## src/rtl/divn_pkg.sv

```systemverilog
package divn_pkg;

    localparam int SLICE_W = 4;

    typedef enum logic [1:0] {
        ACT_HOLD  = 2'd0,
        ACT_DEC   = 2'd1,
        ACT_LOAD  = 2'd2,
        ACT_CLEAR = 2'd3
    } act_e;

    typedef struct packed {
        logic rst;
        logic load;
        logic hold;
    } req_t;

    // Priority: clear over load over hold over decrement.
    function automatic act_e pick_act(input req_t r);
        if (r.rst)       return ACT_CLEAR;
        else if (r.load) return ACT_LOAD;
        else if (r.hold) return ACT_HOLD;
        else             return ACT_DEC;
    endfunction

endpackage

```

## src/rtl/divn_ctrl.sv

```systemverilog
module divn_ctrl
    import divn_pkg::*;
(
    input  logic rst,
    input  logic load_req,
    input  logic hold_req,
    output act_e act_o
);
    req_t req;

    always_comb begin
        req      = '0;
        req.rst  = rst;
        req.load = load_req;
        req.hold = hold_req;
        act_o    = pick_act(req);
    end
endmodule

```

## src/rtl/divn_state.sv

```systemverilog
module divn_state
    import divn_pkg::*;
#(
    parameter int W = SLICE_W
) (
    input  logic         clk,
    input  logic         rst,
    input  act_e         act_i,
    input  logic [W-1:0] load_val,
    output logic [W-1:0] count_q,
    output logic         pend_q
);
    localparam logic [W-1:0] ONE = {{(W-1){1'b0}}, 1'b1};

    logic [W-1:0] count_d;
    logic         pend_d;

    always_comb begin
        count_d = count_q;
        pend_d  = pend_q;
        unique case (act_i)
            ACT_CLEAR: begin
                count_d = '0;
                pend_d  = 1'b1;
            end
            ACT_LOAD: begin
                count_d = load_val;
                pend_d  = 1'b0;
            end
            ACT_DEC:  count_d = count_q - ONE;
            ACT_HOLD: count_d = count_q;
            default:  count_d = count_q;
        endcase
    end

    always_ff @(posedge clk) begin
        count_q <= count_d;
        pend_q  <= pend_d;
    end


    pend_clear_chk: assert property (@(posedge clk) disable iff (rst)
        (act_i == ACT_LOAD) |=> !pend_q);
endmodule

```

## src/rtl/divn_zero.sv

```systemverilog
module divn_zero #(
    parameter int W        = divn_pkg::SLICE_W,
    parameter bit TERM_ONE = 1'b1
) (
    input  logic         clk,
    input  logic         rst,
    input  logic [W-1:0] count_i,
    input  logic         casc_i,
    input  logic         pend_i,
    output logic         zero_o
);
    localparam logic [W-1:0] ONE = {{(W-1){1'b0}}, 1'b1};

    logic match;

    generate
        if (TERM_ONE) begin : g_lsb
            // terminal state 1 gives a period of exactly N; 0 covers N = 0
            assign match = (count_i <= ONE);
        end else begin : g_upper
            assign match = (count_i == '0);
        end
    endgenerate

    assign zero_o = pend_i | (casc_i & match);


    casc_gate_chk: assert property (@(posedge clk) disable iff (rst)
        (!casc_i && !pend_i) |-> !zero_o);
endmodule

```

## src/rtl/divn_slice.sv

```systemverilog
module divn_slice
    import divn_pkg::*;
#(
    parameter int W        = SLICE_W,
    parameter bit TERM_ONE = 1'b1
) (
    input  logic         clk,
    input  logic         rst,
    input  logic         inhibit_i,
    input  logic         preset_en_i,
    input  logic         casc_i,
    input  logic [W-1:0] preset_i,
    output logic [W-1:0] count_o,
    output logic         zero_o
);
    localparam logic [W-1:0] ONE = {{(W-1){1'b0}}, 1'b1};

    act_e         act;
    logic [W-1:0] count_q;
    logic         pend_q;

    divn_ctrl u_ctrl (
        .rst      (rst),
        .load_req (preset_en_i),
        .hold_req (inhibit_i),
        .act_o    (act)
    );

    divn_state #(.W(W)) u_state (
        .clk      (clk),
        .rst      (rst),
        .act_i    (act),
        .load_val (preset_i),
        .count_q  (count_q),
        .pend_q   (pend_q)
    );

    divn_zero #(.W(W), .TERM_ONE(TERM_ONE)) u_zero (
        .clk     (clk),
        .rst     (rst),
        .count_i (count_q),
        .casc_i  (casc_i),
        .pend_i  (pend_q),
        .zero_o  (zero_o)
    );

    assign count_o = count_q;


    reset_state_chk: assert property (@(posedge clk) disable iff (rst)
        $past(rst) |-> (zero_o && count_o == '0));


    load_chk: assert property (@(posedge clk) disable iff (rst)
        preset_en_i |=> count_o == $past(preset_i));


    dec_chk: assert property (@(posedge clk) disable iff (rst)
        (!preset_en_i && !inhibit_i) |=> count_o == $past(count_o) - ONE);


    hold_chk: assert property (@(posedge clk) disable iff (rst)
        (!preset_en_i && inhibit_i) |=> $stable(count_o));
endmodule

```

## config.mk

```make
export PLATFORM = sky130hd
export DESIGN_NAME = divn_slice
export DESIGN_NICKNAME = d
export VERILOG_FILES = /design/src/rtl/divn_pkg.sv /design/src/rtl/divn_ctrl.sv /design/src/rtl/divn_state.sv /design/src/rtl/divn_zero.sv /design/src/rtl/divn_slice.sv
export SDC_FILE = /design/constraint.sdc
export NUM_CORES = 1
export LEC_CHECK = 0
export CAP_MARGIN = 10
export CORE_AREA = 2 2 39 41
export CTS_CLUSTER_DIAMETER = 80
export DETAILED_ROUTE_END_ITERATION = 16
export DIE_AREA = 0 0 41 43
export GPL_ROUTABILITY_DRIVEN = 0
export PLACE_DENSITY = 0.47
export SYNTH_ARGS = -nofsm -noshare
export SYNTH_HDL_FRONTEND = slang
export SYNTH_SLANG_ARGS = --single-unit
```

## constraint.sdc

```tcl
create_clock -name clk -period 2.7 [get_ports clk]
set_clock_uncertainty 0.2 [all_clocks]
set_input_delay 0.81 -clock clk [delete_from_list [all_inputs] [get_ports clk]]
set_output_delay 0.81 -clock clk [all_outputs]
set_load 0.01 [all_outputs]
```

==> results.txt, run 1 <==
The core footprint is 1384 µm². At the later pin of the worst-skew pair, clock insertion delay measures 0.24 ns. The number of antenna cells inserted came out at 0. The clock-pin transition on the worst setup and hold timing paths is 0.04 ns. The floorplan has 14 rows.

The total wire length is 692 µm. For the final routed database, the setup TNS stands at 0 ns. The nature of the critical path endpoint is an output pin.

Setup repair after global routing left no endpoint under its margin. The reported leakage power is 0.0001992 µW. The final routed wire length divided by cell count came out at 10.33 µm.

The number of global-route vias before repair is 306. The unique cell type count in the Yosys netlist is 15. The CTS H-tree depth came out at 1. The number of hold violations in the final report is 0. The area of combinational cells with multiple inputs is 135.1 µm². The routed via count is 306. The power density over cell area is 505.8 nW/µm². The maximum number of pins on one net before global-route repair came out at 10. The TritonCTS clock tree is yes. The area growth from synthesis to layout is 63.90%.

During placement, the flow inserted port buffers numbering 13. No sink is reached through more buffers than the 2 on the longest clock path. The area enclosed by the die boundary is 1763 µm². The initial antenna violation count came out at 0.

The starting utilization of the core area came out at 0.2179. For this run, the detailed router's first-pass iteration total came to 4. In this run the worst hold path is classified as reg2reg. The total overflow reported by the global router came out at 0.

After synthesis, the mean cell area works out to 9.423 µm². The critical path is of the in2out type. The post-DP HPWL came out at 530.5 µm. The Yosys step of the flow raised 0 warnings. The number of nets handed over by synthesis was 43.

The most common cell after layout, fill and taps aside is sky130_fd_sc_hd__clkdlybuf4s50_1. The storage element area is 150.1 µm². STA puts the critical path data required time at 1.69 ns.

In this run the count of I/O pins placed on the die edge is 14. The tree is rooted in a sky130_fd_sc_hd__clkbuf_4. The max capacitance violation total is 0. Of the cells placed in the final design, the portion with a size suffix greater than 1 is 0.1176. The DRC violations left is 0. The part of the Yosys area used for sequential elements is 0.4979.

The number of standard cells after synthesis came out at 32. Of all nets on the critical path, the largest fanout is 1. IR analysis of the VDD net gives a maximum drop of 181.9 µV. The net count reported at finish came out at 63.

The first global-routing pass estimated 1186 µm of wire. Power comes to 250.0 µW. The minimum period implied by the final worst setup slack came out at 2.640 ns. The max-slew violation count came out at 0. At the pin with the least slew margin, the transition time is 0.3108 ns. The number of nets still failing antenna checks after routing is 0. The final cycle utilization of the critical path came out at 0.9776. In the layout the commonest cells are 12 x sky130_fd_sc_hd__clkdlybuf4s50_1, 6 x sky130_fd_sc_hd__nor2_1, 5 x sky130_fd_sc_hd__edfxtp_1. Measured against its own limit, the worst slew margin works out to 0.7921. The number of register bits inferred by synthesis is 5.

The via count normalized by instance count came out at 4.567. The setup violation total in the final timing report came out at 0. The fill cell total of the finished layout came out at 152. The number of CTS-inserted buffers came out at 3. The fmax is 378.9 MHz.

Data on the critical path arrives at its endpoint at 1.63 ns. In the global route stage, overall resource usage came out at 0.1052. The tree built by TritonCTS fans out to 5 sinks.

In this run, post-CTS hold repair placed 0 buffers. The x dimension of the die came out at 41 µm. After synthesis the cells add up to 301.5 µm². The kind of start point of the critical path is a primary input. The flow ran to the end, and the final reports show no timing, DRC or antenna violations. The overall die height came out at 43 µm. For this block, the initial DRC count from the detailed router was 9.
## power breakdown
part / switching [µW] / internal (µW) / total [µW]
Clock: 31.9 / 56.0 / 87.9
Combinational: 25.1 / 36.8 / 61.9
Sequential: 6.11 / 94.0 / 100
## per-stage QoR
stage,hold slack (ns),util,std cells,setup WS (ns),instance area (µm²)
finish,0.6029,0.3571,67,0.06047,494.2
global route,0.6708,0.3571,67,0.002168,494.2
CTS,0.6117,0.3463,65,0.05212,479.2
detailed placement,0.6039,0.3282,61,-0.2082,454.2
global placement,0.5919,0.3282,61,-0.1970,454.2
floorplan,0.5955,-,32,0.6226,301.5
## routing by layer
layer / global-route usage / vias to the layer above / routed length [µm]
met2: 0.1344 / 17 / 329
met5: 0 / - / 0
met3: 0.03141 / 6 / 58
li1: - / 150 / -
met4: 0.1200 / 0 / 21
met1: 0.1217 / 133 / 282
## state kept, by name (all words and copies together), names as in the netlist
signal / flops
u_state.count_q: 4
u_state.pend_q: 1
## kinds of logic (layout without fill, tap and decap cells)
logic type	count (synthesis)	in the layout	synth area share
buffers and inverters	4	23	0.05392
AOI/OAI and AO/OA	7	7	0.1452
DFF	5	5	0.4979
and+or+nand+nor	13	13	0.1909
adders and majority gates	2	2	0.08297
xor gates and xnor gates	1	1	0.02905
## critical path: stages
cell                              delay, ns
sky130_fd_sc_hd__clkdlybuf4s50_1       0.40
sky130_fd_sc_hd__a21o_1                0.15
sky130_fd_sc_hd__dlygate4sd2_1         0.27
## area by class of cell
type	instances	area share
multi-input cells	23	0.2734
clock buffers	4	0.05316
repair buffers	16	0.3063
well taps	16	0.04051
flip-flops and latches	5	0.3038
inverters	3	0.02278
## worst paths after layout
kind | startpoint | end | slack [ns] | cells past startpoint
worst max-delay path | casc_i | zero_o | 0.06 | 3
worst max register to register | u_state.count_q[0]$_DFFE_PP_ | u_state.count_q[3]$_DFFE_PP_ | 1.16 | 4
worst min-delay path | u_state.count_q[3]$_DFFE_PP_ | u_state.count_q[3]$_DFFE_PP_ | 0.60 | 3
worst min register to register | u_state.count_q[3]$_DFFE_PP_ | u_state.count_q[3]$_DFFE_PP_ | 0.60 | 3
## synth_stat cells (all sizes together)
cell type | count | area share
nor4 | 1 | 0.021
o31a | 1 | 0.029
nor2 | 6 | 0.075
nand2 | 2 | 0.025
nor3 | 3 | 0.050
a21o | 1 | 0.025
nand2b | 1 | 0.021
a22oi | 1 | 0.025
inv | 3 | 0.037
a21oi | 3 | 0.050
edfxtp | 5 | 0.50
xor2 | 1 | 0.029
o21ai | 1 | 0.017
ha | 2 | 0.083
buf | 1 | 0.017
## what timing repair did
| action | 4_1_cts | 5_1_grt |
|---|---|---|
| setup endpoints to repair | 1 | 1 |
| setup buffers | 0 | 2 |
| endpoints found under the hold margin | 0 | 0 |
| resized for setup | 1 | 0 |
No activity file was read; power rests on OpenSTA's default activity.
==> run 2: changes to the inputs <==
--- a/config.mk
+++ b/config.mk
@@ -11,6 +11,7 @@
 export DETAILED_ROUTE_END_ITERATION = 16
 export DIE_AREA = 0 0 41 43
 export GPL_ROUTABILITY_DRIVEN = 0
+export GPL_TIMING_DRIVEN = 0
 export PLACE_DENSITY = 0.47
 export SYNTH_ARGS = -nofsm -noshare
 export SYNTH_HDL_FRONTEND = slang
==> run 2 against run 1 <==
Via count decreased by 5.2%. Register-to-register slack got worse by 0.03 ns. Total power down 1.2%. Largest cell class is now sequential cells. Count of clock-buffer cells in the layout stayed put. Setup slack about the same. Global-route usage increased by 0.11 points. First-iteration DRC count down 78%. Hold slack lost 0.0060 ns. Wire length shrank 1.7%. Sequential power barely moved. Critical endpoint unchanged. Maximum frequency hardly changed.
==> results.txt, run 2 (synthesis gave the netlist of run 1 again) <==
The routed via count came out at 290 (-5.2%). The setup violation total in the final timing report was 0 (unchanged). The total number of placement rows is 14 (unchanged). The max-slew violation count came out at 0 (unchanged). Clock tree synthesis selected as its root buffer the cell sky130_fd_sc_hd__clkbuf_4. The number of hold violations in the final report is 0 (unchanged). The minimum period implied by the final worst setup slack came out at 2.639 ns (-0.0003574 ns). Traced cell by cell, the critical path runs through clkdlybuf4s50_1 -> a21o_1 -> dlygate4sd2_1.

The total design power came to 246.9 µW (-1.2%). The flip-flop count of the largest register, all copies and words added is 4 (unchanged). Setup repair after global routing left no endpoint under its margin. The maximum resistive drop on vdd came out at 210.6 µV (+16%). The maximum number of pins on one net before global-route repair came to 10 (unchanged). STA classifies the critical path startpoint as a primary input.

The number of placed cells counting well taps came out at 60 (-1.6%). The largest driver fanout on the critical path is 1 (unchanged). In the layout the commonest cells are 11 x sky130_fd_sc_hd__clkdlybuf4s50_1, 6 x sky130_fd_sc_hd__nor2_1, 5 x sky130_fd_sc_hd__edfxtp_1.

The final cycle utilization of the critical path came to 0.9775 (about the same). The boundary pin count is 14 (unchanged). The worst endpoint data arrival time came to 1.63 ns (about the same).

The worst min-delay path category is reg2reg. The via count normalized by instance count is 4.328 (-5.2%). The count of buffers from port buffering is 12 (-1). The CTS H-tree depth is 1 (unchanged). The number of antenna cells inserted is 0 (unchanged). The area added between synthesis and finish is 63.07%. The share of power burned in combinational logic came out at 0.245 (-0.003).

The switching power total came out at 60.88 µW (-3.6%). The final routed wire length divided by cell count is 10.15 µm (-1.7%). The reported leakage power came out at 0.0001980 µW (-0.59%).

The initial detailed-routing violation count came out at 2 (-7). The overall die height is 43 µm (unchanged). The total overflow reported by the global router is 0 (unchanged). The nature of the critical path endpoint is an output pin. The power share of the sequential group came out at 0.408 (+0.007). The maximum clock path buffer count came out at 2 (unchanged). The power density over cell area came to 502.2 nW/µm² (-0.71%).

The worst relative slew slack came out at 0.8505 (+0.05832). Leaving out fill and tap cells, the most frequent cell in the layout is sky130_fd_sc_hd__clkdlybuf4s50_1. The slew at the pin with the worst max-slew slack is 0.2223 ns (-0.08856 ns). The worst-case register-to-register setup slack is 1.13 ns (-0.03 ns). The fmax is 378.9 MHz (about the same). The max capacitance violation total came to 0 (unchanged). The number of buffers inserted by hold repair at cts is 0 (unchanged).

The total routing usage reported by global routing is 0.1063 (+0.001119). The clock-pin transition on the worst setup and hold timing paths came out at 0.04 ns (about the same). The highest cell delay on the worst timing path is 0.40 ns (about the same). The x dimension of the die came out at 41 µm (unchanged). The initial antenna violation count came out at 0 (unchanged). The worst-skew pair later-pin latency came out at 0.24 ns (about the same). The flow ran to the end, and the final reports show no timing, DRC or antenna violations. The area enclosed by the die boundary came out at 1763 µm² (unchanged). The slowest stage of the critical path is the sky130_fd_sc_hd__clkdlybuf4s50_1 cell. The total wire length was 680 µm (-1.7%). The critical path required time is 1.69 ns (about the same). The fraction of power spent switching nets came out at 0.2465 (-0.006103). The number of CTS-inserted buffers is 3 (unchanged). The largest registers in the layout are u_state.count_q (4), u_state.pend_q (1).

The minimum hold slack is 0.5969 ns (-0.006043 ns). The wire length of the first global-routing pass came out at 1248 µm (+5.2%). TritonCTS built the clock tree. The post-DP HPWL came out at 517.8 µm (-2.4%).

The number of nets still failing antenna checks after routing is 0 (unchanged). The core footprint came out at 1384 µm² (unchanged). The clock group share of total power was 0.347 (-0.005).

The count of placed standard cells in the final layout, fillers left out came out at 67 (unchanged). The number of global-route vias before repair came out at 312 (+2.0%). The starting utilization of the core area came to 0.2179 (unchanged). The first-pass iteration count of the detailed router came out at 4 (unchanged). The net count reported at finish came to 63 (unchanged). The clock net sink count is 5 (unchanged). The DRC violations left was 0 (unchanged). The setup path with the least slack is of type in2out. The internal power contribution came to 186.0 µW (-0.41%). The largest register by flop count is u_state.count_q. The fraction of final layout cells with drive strength greater than 1 came out at 0.1569 (+0.03922).
run 2: cell count changes in the layout (fill, tap and decap cells not counted), sizes merged:
| cell | before | now |
|---|---|---|
| buf | 3 | 4 |
| clkdlybuf4s50 | 12 | 11 |
run 2: final cells by class:
class	count	area [µm²]
Buffer	1	5.005
Clock buffer	4	26.28
Fill cell	149	892.1
Inverter	3	11.26
Multi-Input combinational cell	23	137.6
Sequential cell	5	150.1
Tap cell	16	20.02
Timing Repair Buffer	15	141.4
run 2: power by group through the flow:
stage	logic [µW]	clock network (µW)	registers, µW
global placement	55.6	0	102
CTS	55.5	90.0	101
global route	68.3	96.4	102
detailed placement	56.4	0	103
floorplan	23.7	0	104
finish	60.5	85.6	101
run 2: through the flow:
| step | setup TNS, ns | utilization | setup WS, ns | instance area [µm²] |
|---|---|---|---|---|
| finish | 0 | 0.3553 | 0.06083 | 491.7 |
| global route | 0 | 0.3553 | 0.01576 | 491.7 |
| CTS | 0 | 0.3373 | 0.05465 | 466.7 |
| detailed placement | -0.2093 | 0.3192 | -0.2093 | 441.7 |
| global placement | -0.2029 | 0.3192 | -0.2029 | 441.7 |
| floorplan | 0 | - | 0.6226 | 301.5 |
run 2: what timing repair did:
item,in CTS,in global routing
resized for setup,1,1
endpoints found under the setup margin,1,1
setup buffers,0,3
run 2: worst paths after layout:
kind	startpoint	cells past startpoint	end
worst max-delay path	casc_i	3	zero_o
worst min-delay path	u_state.count_q[3]$_DFFE_PP_	3	u_state.count_q[3]$_DFFE_PP_
worst max register to register	u_state.count_q[0]$_DFFE_PP_	5	u_state.count_q[3]$_DFFE_PP_
worst min register to register	u_state.count_q[3]$_DFFE_PP_	3	u_state.count_q[3]$_DFFE_PP_
run 2: metal layers:
layer,share of wire,vias up,track usage
met2,0.48,10,0.1406
met3,0.063,2,0.01571
met1,0.44,127,0.1386
met4,0.016,0,0.1000
met5,0,-,0
li1,-,151,-
run 2: worst max-delay path: cells and delay by family:
kind,cells,cell delay [ns]
AOI/OAI and AO/OA,1,0.15
buffers and inverters,2,0.68
